<file path="src/rtl/pen_trig_pkg.sv">
package pen_trig_pkg;

    // Controller state codes; values are visible on state_o.
    typedef enum logic [2:0] {
        ST_OFF       = 3'd0,
        ST_IDLE      = 3'd1,
        ST_POLL      = 3'd2,
        ST_POLL_OPEN = 3'd3,
        ST_WAIT      = 3'd4
    } pen_state_e;

    // Command from the sequencer to the interval timer.
    typedef struct packed {
        logic cancel;   // drop any running count
        logic reload;   // restart with the full interval
    } tmr_cmd_t;

    // Mask level a consistent controller shows in each state.
    function automatic logic mask_for(input pen_state_e s);
        return (s == ST_OFF) || (s == ST_POLL) || (s == ST_WAIT);
    endfunction

endpackage

</file>
<file path="src/rtl/pen_edge_sync.sv">
module pen_edge_sync #(
    parameter int STAGES = 2
) (
    input  logic clk,
    input  logic rst,
    input  logic raw_i,
    output logic rise_o
);
    // STAGES flops resynchronize, one more remembers the last level.
    logic [STAGES:0] sh_q;

    always_ff @(posedge clk) begin
        if (rst) begin
            sh_q <= '0;
        end else begin
            sh_q <= {sh_q[STAGES-1:0], raw_i};
        end
    end

    assign rise_o = sh_q[STAGES-1] & ~sh_q[STAGES];

endmodule

</file>
<file path="src/rtl/pen_interval_timer.sv">
module pen_interval_timer #(
    parameter int TICK_W = 24
) (
    input  logic              clk,
    input  logic              rst,
    input  logic              cancel_i,
    input  logic              load_i,
    input  logic [TICK_W-1:0] load_val_i,
    output logic              expire_o
);
    localparam logic [TICK_W-1:0] ONE = TICK_W'(1);

    logic [TICK_W-1:0] cnt_q;
    logic              run_q;

    // Expiry is flagged during the last counted tick.
    assign expire_o = run_q && (cnt_q == ONE);

    always_ff @(posedge clk) begin
        if (rst) begin
            cnt_q <= '0;
            run_q <= 1'b0;
        end else if (cancel_i) begin
            run_q <= 1'b0;
        end else if (load_i) begin
            cnt_q <= (load_val_i == '0) ? ONE : load_val_i;
            run_q <= 1'b1;
        end else if (run_q) begin
            if (cnt_q == ONE) begin
                run_q <= 1'b0;
            end
            cnt_q <= cnt_q - ONE;
        end
    end

endmodule

</file>
<file path="src/rtl/pen_trig_fsm.sv">
module pen_trig_fsm
    import pen_trig_pkg::*;
#(
    parameter int MIN_POLLS   = 3,
    parameter int EXTRA_POLLS = 3
) (
    input  logic       clk,
    input  logic       rst,
    input  logic       enable_i,
    input  logic       pen_rise_i,
    input  logic       expire_i,
    output pen_state_e state_o,
    output logic       mask_o,
    output logic       trig_o,
    output logic       err_o,
    output tmr_cmd_t   tmr_cmd_o
);
    localparam int TOTAL_POLLS = MIN_POLLS + EXTRA_POLLS;
    localparam int CW          = $clog2(TOTAL_POLLS + 1);
    localparam logic [CW-1:0] TOTAL_C = CW'(TOTAL_POLLS);
    localparam logic [CW-1:0] MIN_C   = CW'(MIN_POLLS);

    pen_state_e    st_q, st_d;
    logic          mask_q, mask_d;
    logic [CW-1:0] polls_q, polls_d;
    logic          trig_d, err_d;
    logic          en_q;
    logic          en_rise, en_fall;

    assign en_rise = enable_i & ~en_q;
    assign en_fall = ~enable_i & en_q;

    always_comb begin
        st_d      = st_q;
        mask_d    = mask_q;
        polls_d   = polls_q;
        trig_d    = 1'b0;
        err_d     = 1'b0;
        tmr_cmd_o = '0;

        if (en_fall) begin
            // shutdown wins over everything else
            st_d             = ST_OFF;
            mask_d           = 1'b1;
            polls_d          = '0;
            tmr_cmd_o.cancel = 1'b1;
        end else if (st_q == ST_OFF) begin
            if (en_rise) begin
                st_d   = ST_IDLE;
                mask_d = 1'b0;
            end
        end else if (pen_rise_i && !mask_q) begin
            // fresh touch: restart the series
            st_d             = ST_WAIT;
            mask_d           = 1'b1;
            polls_d          = '0;
            trig_d           = 1'b1;
            tmr_cmd_o.cancel = 1'b1;
        end else if (expire_i) begin
            unique case (st_q)
                ST_WAIT: begin
                    if (polls_q < TOTAL_C) begin
                        polls_d          = polls_q + 1'b1;
                        tmr_cmd_o.reload = 1'b1;
                        if ((polls_q + 1'b1) >= MIN_C) begin
                            st_d   = ST_POLL_OPEN;
                            mask_d = 1'b0;
                        end else begin
                            st_d = ST_POLL;
                        end
                    end else begin
                        st_d   = ST_IDLE;
                        mask_d = 1'b0;
                    end
                end
                ST_POLL_OPEN, ST_POLL: begin
                    st_d   = ST_WAIT;
                    mask_d = 1'b1;
                    trig_d = 1'b1;
                end
                ST_IDLE: begin
                    err_d = 1'b1;
                end
                default: begin
                end
            endcase
        end
    end

    always_ff @(posedge clk) begin
        if (rst) begin
            st_q    <= ST_OFF;
            mask_q  <= 1'b1;
            polls_q <= '0;
            trig_o  <= 1'b0;
            err_o   <= 1'b0;
            en_q    <= 1'b0;
        end else begin
            st_q    <= st_d;
            mask_q  <= mask_d;
            polls_q <= polls_d;
            trig_o  <= trig_d;
            err_o   <= err_d;
            en_q    <= enable_i;
        end
    end

    assign state_o = st_q;
    assign mask_o  = mask_q;

endmodule

</file>
<file path="src/rtl/pen_trig_ctrl.sv">
module pen_trig_ctrl
    import pen_trig_pkg::*;
#(
    parameter int TICK_W             = 24,
    parameter int DEF_INTERVAL_TICKS = 1250000,
    parameter int MIN_POLLS          = 3,
    parameter int EXTRA_POLLS        = 3,
    parameter int SYNC_STAGES        = 2
) (
    input  logic              clk,
    input  logic              rst,
    input  logic              enable_i,
    input  logic              pen_irq_i,
    input  logic              scan_done_i,
    input  logic [TICK_W-1:0] scan_intv_i,
    input  logic [TICK_W-1:0] scan_dur_i,
    output logic              trig_o,
    output logic              irq_mask_o,
    output logic [2:0]        state_o,
    output logic              err_o
);
    localparam logic [TICK_W-1:0] DEF_C = TICK_W'(DEF_INTERVAL_TICKS);
    localparam logic [TICK_W-1:0] ONE   = TICK_W'(1);

    logic              pen_rise;
    logic              expire;
    tmr_cmd_t          cmd;
    pen_state_e        st;
    logic [TICK_W-1:0] eff_intv;
    logic [TICK_W-1:0] load_val;
    logic              load;

    pen_edge_sync #(
        .STAGES (SYNC_STAGES)
    ) u_sync (
        .clk    (clk),
        .rst    (rst),
        .raw_i  (pen_irq_i),
        .rise_o (pen_rise)
    );

    // Timer arming: full interval on a sequencer restart, otherwise the
    // remainder of the interval after a scan.
    always_comb begin
        eff_intv = (scan_intv_i == '0) ? DEF_C : scan_intv_i;
        load     = cmd.reload | scan_done_i;
        if (cmd.reload) begin
            load_val = eff_intv;
        end else if (eff_intv > scan_dur_i) begin
            load_val = eff_intv - scan_dur_i;
        end else begin
            load_val = ONE;
        end
    end

    pen_interval_timer #(
        .TICK_W (TICK_W)
    ) u_tmr (
        .clk        (clk),
        .rst        (rst),
        .cancel_i   (cmd.cancel),
        .load_i     (load),
        .load_val_i (load_val),
        .expire_o   (expire)
    );

    pen_trig_fsm #(
        .MIN_POLLS   (MIN_POLLS),
        .EXTRA_POLLS (EXTRA_POLLS)
    ) u_fsm (
        .clk        (clk),
        .rst        (rst),
        .enable_i   (enable_i),
        .pen_rise_i (pen_rise),
        .expire_i   (expire),
        .state_o    (st),
        .mask_o     (irq_mask_o),
        .trig_o     (trig_o),
        .err_o      (err_o),
        .tmr_cmd_o  (cmd)
    );

    assign state_o = st;

endmodule

</file>
<file path="config.mk">
export PLATFORM = sky130hd
export DESIGN_NAME = pen_trig_ctrl
export DESIGN_NICKNAME = d
export VERILOG_FILES = /design/src/rtl/pen_trig_pkg.sv /design/src/rtl/pen_edge_sync.sv /design/src/rtl/pen_interval_timer.sv /design/src/rtl/pen_trig_fsm.sv /design/src/rtl/pen_trig_ctrl.sv
export SDC_FILE = /design/constraint.sdc
export NUM_CORES = 1
export LEC_CHECK = 0
export ABC_AREA = 1
export BUFFER_PORTS_ARGS = -buffer_cell sky130_fd_sc_hd__buf_2
export CORE_MARGIN = 5
export CORE_UTILIZATION = 66
export CTS_BUF_LIST = sky130_fd_sc_hd__clkbuf_8
export CTS_CLUSTER_DIAMETER = 30
export CTS_CLUSTER_SIZE = 16
export DETAILED_ROUTE_END_ITERATION = 12
export PLACE_DENSITY = 0.89
export REMOVE_ABC_BUFFERS = 1
export SYNTH_ARGS = -nofsm -noshare
export SYNTH_HDL_FRONTEND = slang
export SYNTH_SLANG_ARGS = --single-unit
export TNS_END_PERCENT = 1
</file>
<file path="constraint.sdc">
create_clock -name clk -period 7.5 [get_ports clk]
set_input_delay 0.75 -clock clk [delete_from_list [all_inputs] [get_ports clk]]
set_output_delay 0.75 -clock clk [all_outputs]
set_load 0.005 [all_outputs]
</file>
# Word level (Yosys, flattened, before mapping)

Cells that the tools add are included.

Output and inout port bits: 6
Input port bits: 53
Bits in registers: 38
Word-level logic and storage cells: 92

Reduce and logical (&&, ||, !) cells: 21
Order comparisons: 3
Equal/unequal tests: 7
Multiplexer cells: 39
Bitwise gates (word level): 10
Add/subtract/negate cells: 3

Operators with widths:

| kind                                                               | count |
|---|---|
| two-way mux 24 bit                                                 | 6 |
| logical NOT 24 bit                                                 | 2 |
| == test 24 x 1 -> 1 bit (second input constant)                    | 1 |
| greater-than comparator 24 bit                                     | 1 |
| two-way mux 3 bit                                                  | 8 |
| subtractor 24 x 1 -> 24 bit (second input constant)                | 1 |
| subtractor 24 bit                                                  | 1 |
| two-way mux 1 bit                                                  | 21 |
| AND reduction 4 bit                                                | 2 |
| nonzero test 2 bit                                                 | 4 |
| == test 3 x 2 -> 1 bit (second input constant)                     | 2 |
| inverter 1 bit                                                     | 6 |
| case mux 3 bit (2 select lines)                                    | 1 |
| OR reduction 2 bit                                                 | 3 |
| != test 5 x 3 -> 1 bit (second input constant)                     | 1 |
| OR reduction 5 bit                                                 | 1 |
| two-way mux 2 bit                                                  | 2 |
| nonzero test 4 bit                                                 | 1 |
| adder 3 x 1 -> 3 bit (second input constant)                       | 1 |
| AND 1 bit                                                          | 3 |
| == test 3 x 1 -> 1 bit (second input constant)                     | 1 |
| == test 3 bit (second input constant)                              | 1 |
| greater-or-equal comparator 3 x 2 -> 1 bit (second input constant) | 1 |
| logical NOT 3 bit                                                  | 1 |
| 10 further kinds                                                   | 11 |

# Depth between registers and ports, before layout

Gate-level depths: netlist of run 1.

Depth in word-level cells: 11
Mapped depth: 27
Gate-level depth less buffers: 25

# By module

From an unflattened synthesis of run 1, not the netlist that was laid out.

Cell total of the unflattened synthesis: 904
Area, all modules: 4,933.5 sq um

Modules (own cells, without submodules):

| module             | area each (sq um) | sequential area each (sq um) | instances | cells each |
|---|---|---|---|---|
| pen_trig_ctrl      | 2,387.3           | 0.0                          | 1         | 501 |
| pen_interval_timer | 1,901.8           | 500.5                        | 1         | 313 |
| pen_trig_fsm       | 558.0             | 200.2                        | 1         | 80 |
| pen_edge_sync      | 86.3              | 60.1                         | 1         | 10 |

# Worst setup path after synthesis of run 1

OpenSTA, ideal clock, no wires.

Path kind: in2reg
Start point: input port scan_intv_i[0]
End point: register u_tmr.cnt_q[0]
Setup time: 0.066 ns
Stages on the path: 25
Data required time: 7.434 ns
Path slack: 4.386 ns
Arrival time: 3.048 ns
Cells stage by stage: inv_1 nand3_1 nor3_1 nand3_1 buf_2 nand2_1 ha_1 nand2_2 inv_1 a21oi_2 nand2_2 nand2_1 nand3_2 nand2_4 buf_6 nor2_1 nor2_1 nand2_1 nor2_1 nand2_1 nor2_1 nand2_1 nand2_1 nand2_1 a21oi_2

Longest elaborated chain between the ends: 8
Elaborated cells between the ends (all ways): 9
Classes of those cells: 1 x add/sub; 1 x order compare; 5 x mux; 2 x reduce/logical

RTL lines:

| what                                                                | line                                     | source |
|---|---|---|
| start: declaration                                                  | pen_trig_ctrl.sv:15                      | `input logic [TICK_W-1:0] scan_intv_i,` |
| logical NOT 24 bit                                                  | pen_trig_ctrl.sv:45                      | `eff_intv = (scan_intv_i == '0) ? DEF_C : scan_intv_i;` |
| two-way mux 24 bit (*)                                              | pen_trig_ctrl.sv:45                      |  |
| subtractor 24 bit or greater-than comparator 24 bit (tied branches) | pen_trig_ctrl.sv:50, pen_trig_ctrl.sv:49 |  |
| two-way mux 24 bit                                                  | pen_trig_ctrl.sv:49                      | `end else if (eff_intv > scan_dur_i) begin` |
| two-way mux 24 bit (*)                                              | pen_trig_ctrl.sv:47                      | `if (cmd.reload) begin` |
| logical NOT 24 bit                                                  | pen_interval_timer.sv:26                 | `cnt_q <= (load_val_i == '0) ? ONE : load_val_i;` |
| two-way mux 24 bit (*)                                              | pen_interval_timer.sv:26                 |  |
| two-way mux 24 bit (*)                                              | pen_interval_timer.sv:25                 | `end else if (load_i) begin` |
| end signal: assignment                                              | pen_interval_timer.sv:26                 |  |
| end signal: assignment                                              | pen_interval_timer.sv:32                 | `cnt_q <= cnt_q - ONE;` |
| end: declaration                                                    | pen_interval_timer.sv:13                 | `logic [TICK_W-1:0] cnt_q;` |

Every way passes the cells marked *; elsewhere a longest branch is shown, timed or not.
A chain may end at the register's enable or synchronous reset.

# Worst setup path in the final report of run 1

Start point: input port scan_intv_i[1]
End point: register u_tmr.cnt_q[0]

The elaborated chain is that of the path after synthesis.

==> results of run 1 <==
-- cells by family (layout without fill, tap and decap cells) --
logic type | count (synthesis) | in the layout
simple gates | 493 | 493
fa+ha+maj | 30 | 30
flops | 38 | 38
xor+xnor | 17 | 17
buf+inv | 193 | 229
compound gates | 127 | 127
-- report_power, final --
group / switching [mW] / internal, mW
clock network: 0.0738 / 0.142
logic: 0.237 / 0.127
registers: 0.0261 / 0.221
-- routing by layer --
layer / up-vias / GRT usage / share of wire
li1: 2878 / - / -
met4: 0 / 0.0841 / 0.019
met2: 302 / 0.548 / 0.48
met5: - / 0 / 0
met1: 2563 / 0.411 / 0.42
met3: 31 / 0.0235 / 0.081
-- cell usage in the layout, fill, tap and decap left out, types with 12 or more instances in the layout --
cell and instances:
dfxtp_1 38, nand2_1 251, buf_2 58, nor2_1 127, xor2_1 12, o21ai_0 60
a31oi_1 25, nand3_1 46, nand4_1 16, inv_1 158, ha_1 29, a21oi_1 30
-- path summary, 6_finish.rpt --
check	start	end	cells past startpoint
setup reg to reg	u_tmr.cnt_q[8]$_SDFFE_PP0P_	u_tmr.cnt_q[18]$_SDFFE_PP0P_	12
hold / removal	u_sync.sh_q[0]$_SDFF_PP0_	u_sync.sh_q[1]$_SDFF_PP0_	2
hold reg to reg	u_sync.sh_q[0]$_SDFF_PP0_	u_sync.sh_q[1]$_SDFF_PP0_	2
setup / recovery	scan_intv_i[1]	u_tmr.cnt_q[0]$_SDFFE_PP0P_	24
-- worst max-delay path: stages --
cell and delay, ps:
buf_2 130, inv_1 70, nand3_1 80, nor3_1 420, nand3_1 490, nand2_1 280
ha_1 320, nand2_1 90, nand2_1 60, nand2_1 60, nand2_1 70, a21oi_1 220
nand3_2 150, nand2_4 180, nor2_1 70, nor2_1 130, nand2_1 80, nor2_1 100
nand2_1 60, nor2_1 100, nand2_1 60, nand2_1 50, nand2_1 60, a21oi_2 110
-- state kept, by name, summed over array words and instances (netlist names) --
register and flops:
u_sync.sh_q 3, u_fsm.err_o 1, u_tmr.cnt_q 24, u_fsm.polls_q 3, u_fsm.state_o 3, u_fsm.mask_o 1, u_fsm.trig_o 1, u_tmr.run_q 1
u_fsm.en_q 1
-- final cells by class --
cell class | count | area share
inverter | 162 | 0.115
sequential | 38 | 0.143
timing repair buffer | 59 | 0.0561
clock buffer | 6 | 0.0156
tap | 99 | 0.0233
multi-input combinational | 667 | 0.636
clock inverter | 2 | 0.0113
-- stage by stage --
| step | setup WS, ps | hold slack, ps |
|---|---|---|
| finish | 3540 | 407 |
| CTS | 3670 | 410 |
| global placement | 3490 | 394 |
| detailed placement | 3370 | 397 |
| global route | 3260 | 434 |
| floorplan | 4370 | 388 |
==> metrics.md, run 1 <==
| Metric | Value |
|---|---|
| Initial antenna violation count | `0` |
| Post-synthesis adder-cell area fraction | `0.0783` |
| Synth cell count leaders | `nand2_1, inv_1, nor2_1` |
| Crit path max fanout | `16` |
| First drt pass iteration count | `5` |
| Slew headroom | `0.380` |
| Final ANT Viol Nets | `0` |
| R2r setup slk | `4470 ps` |
| Post-DR wirelength/cell | `approximately 14 um` |
| Multiplexer share of the synthesized area | `0` |
| Ys async rst share | `0` |
| CTS H-tree lvls | `2` |
| Synth Area in Compound Gates | `0.144` |
| DRC viols | `0` |
| Post-CTS Resized | `0` |
| Share of the synthesized area in the top cell type | `0.193` |
| Crit end category | `register` |
| P&R area growth vs syn | `8.52%` |
| Die Wd | `roughly 96 um` |
| Vias in the first global route | `between 5k and 6k` |
| Max Fclk | `about 250 MHz` |
| Xor and xnor area share after synthesis | `0.0304` |
| Clock latency on the worst-skew pair | `between 200 and 300 ps` |
| CP Class | `input pin to register` |
| Via count | `5774` |
| HP Class | `register to register` |
| Fraction of layout cells with a size suffix above 1 | `0.116` |
| Total gr overflow | `0` |
| Mapped Area | `~5000 um^2` |
| Max-cap viol count | `0` |
| Largest net degree at the start of global routing | `31` |
| TritonCTS clock tree | `built` |
| Final min period | `3960 ps` |
| Rows | `31` |
| Input/output buffers | `58` |
| Post-CTS Hold Fix Bufs | `0` |
| Clk slew on worst S/H paths | `around 70 ps` |
| Period utilisation layout | `0.528` |
| Peak VDD IR | `approximately 0.00009 V` |
| Area of the core | `about 7300 um^2` |
| Post-synth EDFFs | `0` |
| Area leader, netlist | `nand2_1` |
| TNS Setup | `0 ps` |
| Avg Inst Size Synth | `~5.4 um^2` |
| Final setup vio count | `0` |
| Drt total wl | `between 10 and 15 mm` |
| DRT iter0 DRCs | `356` |
| Crit path required time | `roughly 7700 ps` |
| Number of buffers created by CTS | `5` |
| Total GRT Usage | `0.313` |
| PwrDens | `156 nW/um^2` |
| Leakage | `around 2.9 nW` |
| Initial Util | `0.674` |
| Worst path arrival time | `4180 ps` |
| Maximum clock path buffer count | `2` |
| Most numerous cell in the Yosys netlist | `nand2_1` |
| Post-DP Area | `around 5200 um^2` |
| Placed Cells | `between 1k and 1.5k` |
| Final Net Count | `slightly above 1k` |
| Sink Count | `38` |
| Register area share after synthesis | `0.156` |
| Die footprint | `approximately 9200 um^2` |
| # diodes | `0` |
| Main synth FF type | `dfxtp_1` |
| Number of synthesized register bits | `38` |
| Worst slew pin tran | `929 ps` |
| RSZ-0062 raised after global routing | `false` |
| CTS root buf | `clkbuf_8` |
| Simple-gate area share of the yosys netlist | `0.437` |
| Cell variety after synth | `40` |
| Multi-input logic area | `3370 um^2` |
| Post-CTS Setup Inserts | `0` |
| CP Launch Type | `input pin` |
| Outcome | `complete, no violations` |
| IO Pins | `between 50 and 60` |
| Sequential standard cell area | `approximately 760 um^2` |
| Die Y-Extent | `around 96 um` |
| Filler-free cell count of the finished design | `1033` |
| Vias per std cell | `roughly 5.6` |
| Synth top area cells | `nand2_1, dfxtp_1, inv_1` |
| Final RePlAce weighted congestion | `0.965` |
| Gate Count Post-Synth | `roughly 900` |
| Final core occ | `0.732` |
| Clk_skew | `about 7.0 ps` |
| Warnings, synthesis | `0` |
| First-pass GRT wire length | `23.3 mm` |
| Final instance area | `5310 um^2` |
| Final hold violation count | `0` |
| Final HPWL DP | `around 11 mm` |
| Max-slew violations | `0` |
| Fill count | `around 660` |
| Largest family of logic cells by synthesized area | `simple AND/OR/NAND/NOR gates` |
| Total power | `a little over 800 uW` |
Power figures use the tool's default switching activity.
==> inputs of run 2 (changes only) <==
Settings changed: CORE_UTILIZATION 66 to 56, PLACE_DENSITY 0.89 to 0.8.
Clock period 7.5 ns to 3.5 ns, I/O delays scaled along.
==> run 2 against run 1 <==
Global-route usage down 6.6 points. Sequential share of layout area about the same. Worst hold slack worse by 140 ps. Non-clock buffer count up 2. Setup slack worse by 3200 ps. Cell area up 0.17%. Wire length down 9.7%. Critical path type unchanged. Critical endpoint unchanged.
==> metrics.md, run 2 (synthesis gave the netlist of run 1 again) <==
| Metric | Value |
|---|---|
| First drt pass iteration count | `5 (unchanged)` |
| Slew headroom | `0.452 (was 0.380)` |
| Switch Pwr | `689 uW (was 337 uW)` |
| Reg-to-reg endpoint | `u_tmr.cnt_q[9]$_SDFFE_PP0P_ (was u_tmr.cnt_q[18]$_SDFFE_PP0P_)` |
| Final HPWL DP | `10.7 mm (was 11.4 mm)` |
| Crit end category | `register (unchanged)` |
| Final min period | `3140 ps` |
| Combinational fraction of design power | `0.457 (was 0.440)` |
| Leakage | `2.94 nW (about the same)` |
| CP Class | `input pin to register (unchanged)` |
| Rows | `34 (was 31)` |
| Crit path max fanout | `16 (unchanged)` |
| GR Util met1 | `0.323 (was 0.411)` |
| Max-cap viol count | `0 (unchanged)` |
| Final core occ | `0.616 (was 0.732)` |
| # diodes | `0 (unchanged)` |
| Crit path required time | `3730 ps (was 7730 ps)` |
| Number of buffers created by CTS | `5 (unchanged)` |
| Int Pwr | `977 uW (was 490 uW)` |
| Most frequent cells in the layout | `nand2_1, inv_1, nor2_1, o21ai_0, buf_2 (unchanged)` |
| Hold path start | `pen_irq_i (was u_sync.sh_q[0]$_SDFF_PP0_)` |
| Clk network pwr share | `0.228 (was 0.261)` |
| Vias in the first global route | `4895 (was 5228)` |
| CP Launch Type | `input pin (unchanged)` |
| RSZ-0062 raised after global routing | `false (unchanged)` |
| Initial antenna violation count | `0 (unchanged)` |
| Sink Count | `38 (unchanged)` |
| Final hold violation count | `0 (unchanged)` |
| First-pass GRT wire length | `21.5 mm (was 23.3 mm)` |
| Commonest non-fill, non-tap cell in the layout | `nand2_1 (unchanged)` |
| Fraction of layout cells with a size suffix above 1 | `0.117 (was 0.116)` |
| Switching share of power | `0.414 (was 0.407)` |
| Grt met3 use | `0.0208 (was 0.0235)` |
| M2 GR Usage | `0.430 (was 0.548)` |
| Sequential standard cell area | `761 um^2 (unchanged)` |
| R2r setup slk | `1090 ps (was 4470 ps)` |
| FF-to-FF Start | `u_fsm.state_o[1]$_SDFFE_PP0P_ (was u_tmr.cnt_q[8]$_SDFFE_PP0P_)` |
| Vias per std cell | `5.22 (was 5.59)` |
| R2R depth | `9 (was 12)` |
| Maximum clock path buffer count | `2 (unchanged)` |
| Die footprint | `10700 um^2 (was 9230 um^2)` |
| Clk_skew | `3.37 ps (was 7.01 ps)` |
| CTS H-tree lvls | `2 (unchanged)` |
| Total GRT Usage | `0.246 (was 0.313)` |
| Area of the core | `8640 um^2 (was 7250 um^2)` |
| TNS Setup | `0 ps (unchanged)` |
| TritonCTS clock tree | `built (unchanged)` |
| Max Fclk | `about 320 MHz` |
| Largest net degree at the start of global routing | `27 (was 31)` |
| Multi-input logic area | `3370 um^2 (unchanged)` |
| Drt total wl | `12.9 mm (was 14.3 mm)` |
| Crit-path most repeated cell | `nand2_1 (unchanged)` |
| Outcome | `complete, no violations (unchanged)` |
| Peak VDD IR | `0.000142 V (was 0.0000891 V)` |
| Post-DR wirelength/cell | `12.4 um (was 13.8 um)` |
| Final ANT Viol Nets | `0 (unchanged)` |
| IO Pins | `59 (unchanged)` |
| Initial Util | `0.566 (was 0.674)` |
| Final Net Count | `1018 (was 1016)` |
| Max-slew violations | `0 (unchanged)` |
| Final setup vio count | `0 (unchanged)` |
| Post-CTS Resized | `0 (unchanged)` |
| CTS root buf | `clkbuf_8 (unchanged)` |
| Final RePlAce weighted congestion | `0.940 (was 0.965)` |
| Slowest Stage Delay on Critical Path | `390 ps (was 490 ps)` |
| Die Y-Extent | `103 um (was 96.1 um)` |
| GR peak layer | `met2 (unchanged)` |
| Largest Register | `u_tmr.cnt_q (unchanged)` |
| Period utilisation layout | `0.896` |
| Slowest stage cell on the critical path | `nor3_1 (was nand3_1)` |
| Die Wd | `103 um (was 96.1 um)` |
| DRT iter0 DRCs | `320 (was 356)` |
| Post-CTS Hold Fix Bufs | `0 (unchanged)` |
| Clk slew on worst S/H paths | `70 ps (about the same)` |
| Worst Hold End | `u_sync.sh_q[0]$_SDFF_PP0_ (was u_sync.sh_q[1]$_SDFF_PP0_)` |
| Worst path arrival time | `3360 ps (was 4180 ps)` |
| Total gr overflow | `0 (unchanged)` |
| Hold Path Cell Cnt | `3 (was 2)` |
| Fill count | `904 (was 658)` |
| Via count | `5442 (was 5774)` |
| Worst slew pin tran | `822 ps (was 929 ps)` |
| PwrDens | `313 nW/um^2 (was 156 nW/um^2)` |
| HP Class | `input pin to register (was register to register)` |
| Clock latency on the worst-skew pair | `290 ps (about the same)` |
| Max reg flops | `24 (unchanged)` |
| DRC viols | `0 (unchanged)` |
| Input/output buffers | `58 (unchanged)` |
| Flop pwr share | `0.316 (was 0.299)` |
| Post-CTS Setup Inserts | `0 (unchanged)` |
| P&R area growth vs syn | `8.70% (was 8.52%)` |
## run 2: cell types whose count changed in the layout (fill, tap and decap cells not counted)
cell	change
bufinv_16	-1
buf_4	+1
buf_12	+1
## run 2: power groups by stage
stage,registers (mW),clock network [mW],logic (mW)
after detailed placement,0.534,0,0.749
after global routing,0.532,0.406,0.873
after global placement,0.534,0,0.745
after CTS,0.525,0.385,0.753
after floorplan,0.524,0,0.566
final,0.526,0.380,0.761
## run 2: how the worst max path moves through the flow
stage | depth (start not counted) | start | to | slack (ps)
3_5_place_dp | 25 | scan_intv_i[1] | u_tmr.cnt_q[0]$_SDFFE_PP0P_ | 110
3_3_place_gp | 25 | scan_intv_i[1] | u_tmr.cnt_q[0]$_SDFFE_PP0P_ | 130
5_1_grt | 25 | scan_intv_i[1] | u_tmr.cnt_q[0]$_SDFFE_PP0P_ | 60
2_1_floorplan | 23 | scan_intv_i[0] | u_tmr.cnt_q[0]$_SDFFE_PP0P_ | 770
4_1_cts | 27 | scan_intv_i[1] | u_tmr.cnt_q[0]$_SDFFE_PP0P_ | 410
6_report | 25 | scan_intv_i[1] | u_tmr.cnt_q[0]$_SDFFE_PP0P_ | 360
## run 2: metal layers
layer	share of wire	vias to the layer above
met5	0	-
met4	0.023	0
met3	0.049	20
met2	0.46	123
met1	0.46	2410
li1	-	2889
## run 2: worst max-delay path, delay by kind of cell
kind | cells | cell delay [ps]
buffers and inverters | 4 | 470
adders and majority gates | 1 | 280
AOI/OAI and AO/OA | 2 | 260
and+or+nand+nor | 18 | 1970
## run 2: final cells by class
class	count	area share
clock buffer	6	0.0155
inverter	162	0.115
clock inverter	1	0.00565
tap	108	0.0254
timing repair buffer	61	0.0612
multi-input combinational	667	0.635
sequential	38	0.143
## run 2: metrics by stage
step                      cells  total power, mW  hold WS, ps  area (um^2)  worst slack (ps)
after floorplan             867             1.09          388         4740               774
after global routing       1043             1.81          265         5320              61.5
final                      1043             1.67          266         5320               364
after detailed placement   1036             1.28          393         5200               112
after global placement     1036             1.28          390         5200               129
after CTS                  1043             1.66          261         5320               411
